[config.mk]
export PLATFORM = sky130hd
export DESIGN_NAME = sec_prim_ctrl
export DESIGN_NICKNAME = d
export VERILOG_FILES = /design/src/rtl/sec_prim_ctrl.sv
export SDC_FILE = /design/constraint.sdc
export NUM_CORES = 1
export LEC_CHECK = 0
export BUFFER_PORTS_ARGS = -buffer_cell sky130_fd_sc_hd__clkbuf_2
export CAP_MARGIN = 10
export CORE_UTILIZATION = 30
export CTS_BUF_LIST = sky130_fd_sc_hd__clkbuf_16
export CTS_CLUSTER_SIZE = 24
export DETAILED_ROUTE_END_ITERATION = 8
export GPL_ROUTABILITY_DRIVEN = 0
export GPL_TIMING_DRIVEN = 0
export PLACE_DENSITY_LB_ADDON = 0.25
export SLEW_MARGIN = 20
export SYNTH_ARGS = -nofsm -noshare
export SYNTH_HDL_FRONTEND = slang
export SYNTH_SLANG_ARGS = --single-unit
export TNS_END_PERCENT = 20
[constraint.sdc]
create_clock -name clk -period 3.35 [get_ports clk]
set_clock_uncertainty 0.2 [all_clocks]
set_input_delay 0.1675 -clock clk [delete_from_list [all_inputs] [get_ports clk]]
set_output_delay 0.1675 -clock clk [all_outputs]
set_load 0.1 [all_outputs]
[src/rtl/sec_prim_ctrl.sv]
module sec_prim_ctrl #(
  parameter int QW     = 8,
  parameter int TW     = 5,
  parameter int LOW_TP = 2
) (
  input  logic          clk,
  input  logic          rst_n,
  input  logic          batt_low,
  input  logic [QW-1:0] chan_q,
  input  logic [QW-1:0] chan_thr,
  output logic [7:0]    feasible,
  input  logic          host_param_valid,
  input  logic [2:0]    host_cfg,
  input  logic          host_done,
  input  logic          host_keep,
  input  logic          host_start,
  input  logic [TW-1:0] req_tput,
  input  logic          sec_alarm,
  input  logic [2:0]    sec_cfg,
  output logic          cfg_req,
  output logic [2:0]    cfg_id,
  input  logic          cfg_done,
  output logic [2:0]    state,
  output logic          ready
);
  localparam int NCFG = 8;
  localparam logic [2:0] S_INIT = 3'd0, S_CFG = 3'd1, S_RUN = 3'd2,
                         S_IDLE = 3'd3, S_STOP = 3'd4;

  logic          env_low;
  logic [2:0]    st, st_n, cid, cid_n, tgt;
  logic          found;
  logic [TW-1:0] best_tp;

  function automatic logic [TW-1:0] tp_of(input logic [2:0] id);
    return TW'(1) << ({1'b0, id[1:0]} + {2'b00, id[2]});
  endfunction

  for (genvar i = 0; i < NCFG; i++) begin : g_feas
    assign feasible[i] = !env_low || (tp_of(3'(i)) <= TW'(LOW_TP));
  end

  always_comb begin
    tgt = 3'd0;
    found = 1'b0;
    best_tp = '0;
    for (int i = 0; i < NCFG; i++)
      if (feasible[i] && tp_of(3'(i)) >= req_tput && (!found || tp_of(3'(i)) < best_tp)) begin
        found = 1'b1;
        best_tp = tp_of(3'(i));
        tgt = 3'(i);
      end
    if (!found)
      for (int i = 0; i < NCFG; i++)
        if (feasible[i] && tp_of(3'(i)) > best_tp) begin
          best_tp = tp_of(3'(i));
          tgt = 3'(i);
        end
  end

  always_comb begin
    st_n = st;
    cid_n = cid;
    if (sec_alarm) begin
      st_n = S_CFG;
      cid_n = sec_cfg;
    end else begin
      case (st)
        S_INIT: if (host_param_valid && feasible[host_cfg]) begin
          st_n = S_CFG;
          cid_n = host_cfg;
        end
        S_CFG: if (cfg_done) st_n = S_RUN;
        S_RUN:
          if (host_done) st_n = host_keep ? S_IDLE : S_STOP;
          else if (tgt != cid) begin
            st_n = S_CFG;
            cid_n = tgt;
          end
        S_IDLE: if (host_start) st_n = S_RUN;
        S_STOP: if (host_start) st_n = S_INIT;
        default: st_n = S_INIT;
      endcase
    end
  end

  always_ff @(posedge clk) begin
    if (!rst_n) begin
      st <= S_INIT;
      cid <= 3'd0;
      env_low <= 1'b0;
    end else begin
      st <= st_n;
      cid <= cid_n;
      env_low <= batt_low || (chan_q < chan_thr);
    end
  end

  assign state   = st;
  assign cfg_id  = cid;
  assign cfg_req = (st == S_CFG);
  assign ready   = (st == S_RUN);

  a_r8_alarm_forces_cfg: assert property (@(posedge clk) disable iff (!rst_n)
    sec_alarm |=> (state == S_CFG) && (cfg_id == $past(sec_cfg)));
  a_r4_done_enters_run: assert property (@(posedge clk) disable iff (!rst_n)
    (state == S_CFG && cfg_done && !sec_alarm) |=> ready);
  a_r4_hold_until_done: assert property (@(posedge clk) disable iff (!rst_n)
    (state == S_CFG && !cfg_done) |=> cfg_req);
  a_r3_init_waits: assert property (@(posedge clk) disable iff (!rst_n)
    (state == S_INIT && !sec_alarm && !host_param_valid) |=> state == S_INIT);
  a_r6_end_of_run: assert property (@(posedge clk) disable iff (!rst_n)
    (state == S_RUN && host_done && !sec_alarm) |=> state == ($past(host_keep) ? S_IDLE : S_STOP));
  a_r5_id_moves_only_in_cfg: assert property (@(posedge clk) disable iff (!rst_n)
    !$stable(cfg_id) |-> state == S_CFG);
endmodule

==> out/metrics.csv <==
stage,metric,value,unit
run_status,status,"finished, final reports clean",
sta,hold_violations,0,
final_layout,nets,214,
route,drc,0,
sta,maxSlewHeadroom,64.0,%
clocking,cts_tree,built,
setup_path,r2r_slack,1330,ps
synthesis,ys_ff_latch,7,
synthesis,synth-async-reset-ratio,0,%
worst_hold_path,hold_depth,3,
global_route,grt_pass1_vias,1027,
clocking,h-tree-depth,1,
route,viasPerCell,5.11,
synthesis,synth_edf_count,0,
die,die_area,3150,um^2
synthesis,synth_cell_types,44,
setup_path,critical_path_class,reg -> out,
synthesis,avgSynthCellArea,7.58,um^2
setup_path,worstRegToRegCells,7,
global_route,grtUsageTotal,15.7,%
power_and_ir_drop,irDropWorstVdd,0.314,mV
setup_path,cp.required,2980,ps
synthesis,netlist_instances,116,
worst_hold_path,min_from,sec_cfg[2],
sta,setup_viol,0,
route,drtAntennaViolNets,0,
place,place_hpwl,1.91,mm
power_and_ir_drop,power_frac_clock,36.3,%
setup_path,critPathMaxFanout,8,
synthesis,yosysSeqAreaShare,15.9,%
run,drv_cap,0,
sta,period_share,60.8,%
setup_path,reg2reg_to,state[1]$_SDFFE_PP0P_,
die,die_y,56.1,um
die,io_pins,52,
power_and_ir_drop,cellPowerDensity,442,nW/um^2
clocking,cts_buffer_depth,2,
global_route,grt_pass1_wl,4.07,mm
clocking,cts-root-buf,clkbuf_16,
sta,max_slew.worst_pin.slew,539,ps
sta,rsz0062_at_grt,false,
power_and_ir_drop,combPwrFrac,46.1,%
clocking,clkLatencyLatePin,230,ps
synthesis,syn-cell-area,880,um^2
setup_path,cp-start-kind,flop,
clocking,cts_sinks,7,
route,drt_first_pass_iters,4,
power_and_ir_drop,p_seq_share,17.6,%
clocking,postCtsSetupBuffers,0,
die,die_w,56.1,um
synthesis,ys_warn_count,0,
sta,slew_viol_final,0,
sta,fin_tns_setup,0,ps
sta,period_needed,2040,ps
setup_path,end_kind,output port,
global_route,grt.overflow.total,0,
route,drt_iter0_markers,14,
clocking,cts_made_buffers,3,
clocking,cts_resized,0,
synthesis,synth-main-ff-cell,dfxtp_1,
route,vias,1028,
clocking,clkTransAtPathRegs,40,ps
route,drt_wl_total,2.25,mm
worst_hold_path,hold_path.class,in -> reg,
setup_path,crit_arrival,1670,ps
die,start_util,31.9,%
final_layout,area.growth.synth_to_final,41.5,%
clocking,cts-hold-fix-buffers,0,
sta,worst_slack,1310,ps
route,wl_per_cell,11.2,um
setup_path,regToRegStartpoint,env_low$_SDFF_PN0_,
worst_hold_path,min_to,cfg_id[2]$_SDFFE_PN0P_,
power_and_ir_drop,p_sw_share,42.3,%
place,port_buffers,48,
power_and_ir_drop,p_int,317,uW
sta,max_freq,491,MHz
die,coreArea,2760,um^2
place,place_ws,1340,ps
power_and_ir_drop,leakagePower,0.000652,uW
final_layout,diodes,0,
power_and_ir_drop,switchingPower,232,uW
final_layout,drive_gt1_share,41.2,%
die,row_count,19,
global_route,grt_max_degree,10,
global_route,antenna_found_initial,0,
==> layout by cell type, fill, tap and decap left out, drive strengths merged, types with 2 or more instances in the layout <==
cell type / count
buf: 9
nor4: 2
clkbuf: 51
a311oi: 2
a31oi: 5
nand3b: 2
nor3: 3
dfxtp: 7
nand2: 10
conb: 3
and2: 2
or3: 2
o21ai: 12
inv: 16
a2111oi: 2
nand2b: 3
a21o: 4
o31ai: 2
o22ai: 2
nor2: 6
a21oi: 2
o21a: 2
ha: 7
==> synth_stat cells, types with 2 or more instances <==
master	count	area, um^2
nand2b_1	2	12.5
a21oi_1	2	10.0
nor4_1	2	12.5
inv_1	15	56.3
nand3b_1	2	15.0
o22ai_1	2	12.5
nand2_1	10	37.5
nor3_1	2	10.0
dfxtp_1	7	140
buf_4	7	52.6
nor2_1	6	22.5
a21o_1	4	30.0
a31oi_1	5	31.3
o21ai_0	11	55.1
or3_1	2	12.5
ha_1	7	87.6
a311oi_1	2	17.5
o31ai_1	2	15.0
==> layout make-up <==
| class | instances | area (um^2) |
|---|---|---|
| Clock inverter | 1 | 3.75 |
| Inverter | 16 | 61.3 |
| Sequential cell | 7 | 140 |
| Clock buffer | 3 | 75.1 |
| Buffer | 9 | 68.8 |
| Timing Repair Buffer | 48 | 240 |
| Multi-Input combinational cell | 86 | 617 |
| Fill cell | 303 | 1510 |
| Tap cell | 31 | 38.8 |
==> metrics by stage <==
step	total power (uW)	hold WS, ps	cell area, um^2	utilization, %	std cells
after floorplan	297	106	887	-	118
after global placement	348	271	1170	42.3	197
after detailed placement	352	269	1170	42.3	197
after CTS	555	36.5	1240	45.1	201
after global routing	578	68.4	1240	45.1	201
final	550	31.9	1240	45.1	201
==> power groups by stage <==
stage | clock [uW] | sequential (uW) | combinational (uW)
2_1_floorplan | 0 | 138 | 159
6_report | 199 | 96.7 | 254
4_1_cts | 203 | 96.7 | 255
3_5_place_dp | 0 | 98.1 | 254
5_1_grt | 208 | 98.0 | 271
3_3_place_gp | 0 | 98.1 | 250
==> cells by family (layout without fill, tap and decap cells) <==
family	Yosys count	after routing	share of synthesized area (%)
AOI/OAI and AO/OA	39	39	33.6
adders and majority gates	7	7	9.96
buffers and inverters	25	77	14.8
DFF	7	7	15.9
muxes	1	1	1.14
other	1	3	0.426
and+or+nand+nor	36	36	24.2
==> per-layer routing <==
layer / GRT usage, % / share of wire (%)
met5: 0 / 0
met3: 2.79 / 4.0
met4: 5.23 / 1.7
met1: 17.6 / 44
met2: 29.6 / 51
==> how the worst max path moves through the flow <==
stage | start | endpoint | slack [ps]
floorplan | state[0]$_SDFFE_PN0P_ | state[0]$_SDFFE_PN0P_ | 480
global placement | env_low$_SDFF_PN0_ | state[0]$_SDFFE_PN0P_ | 1350
detailed placement | state[0]$_SDFFE_PN0P_ | cfg_id[1]$_SDFFE_PN0P_ | 1340
CTS | state[0]$_SDFFE_PN0P_ | ready | 1310
global route | state[1]$_SDFFE_PP0P_ | cfg_id[1]$_SDFFE_PN0P_ | 1180
finish | state[1]$_SDFFE_PP0P_ | ready | 1310
==> critical path, stage by stage (launching register included) <==
cell and delay [ps]:
dfxtp_1 450, or3b_4 460, clkinv_2 80, clkbuf_2 450
==> registers in the layout (all words and copies together), names as in the netlist <==
register,flops
env_low,1
state,3
cfg_id,3
Note: power is estimated with default switching activity, not from simulation.
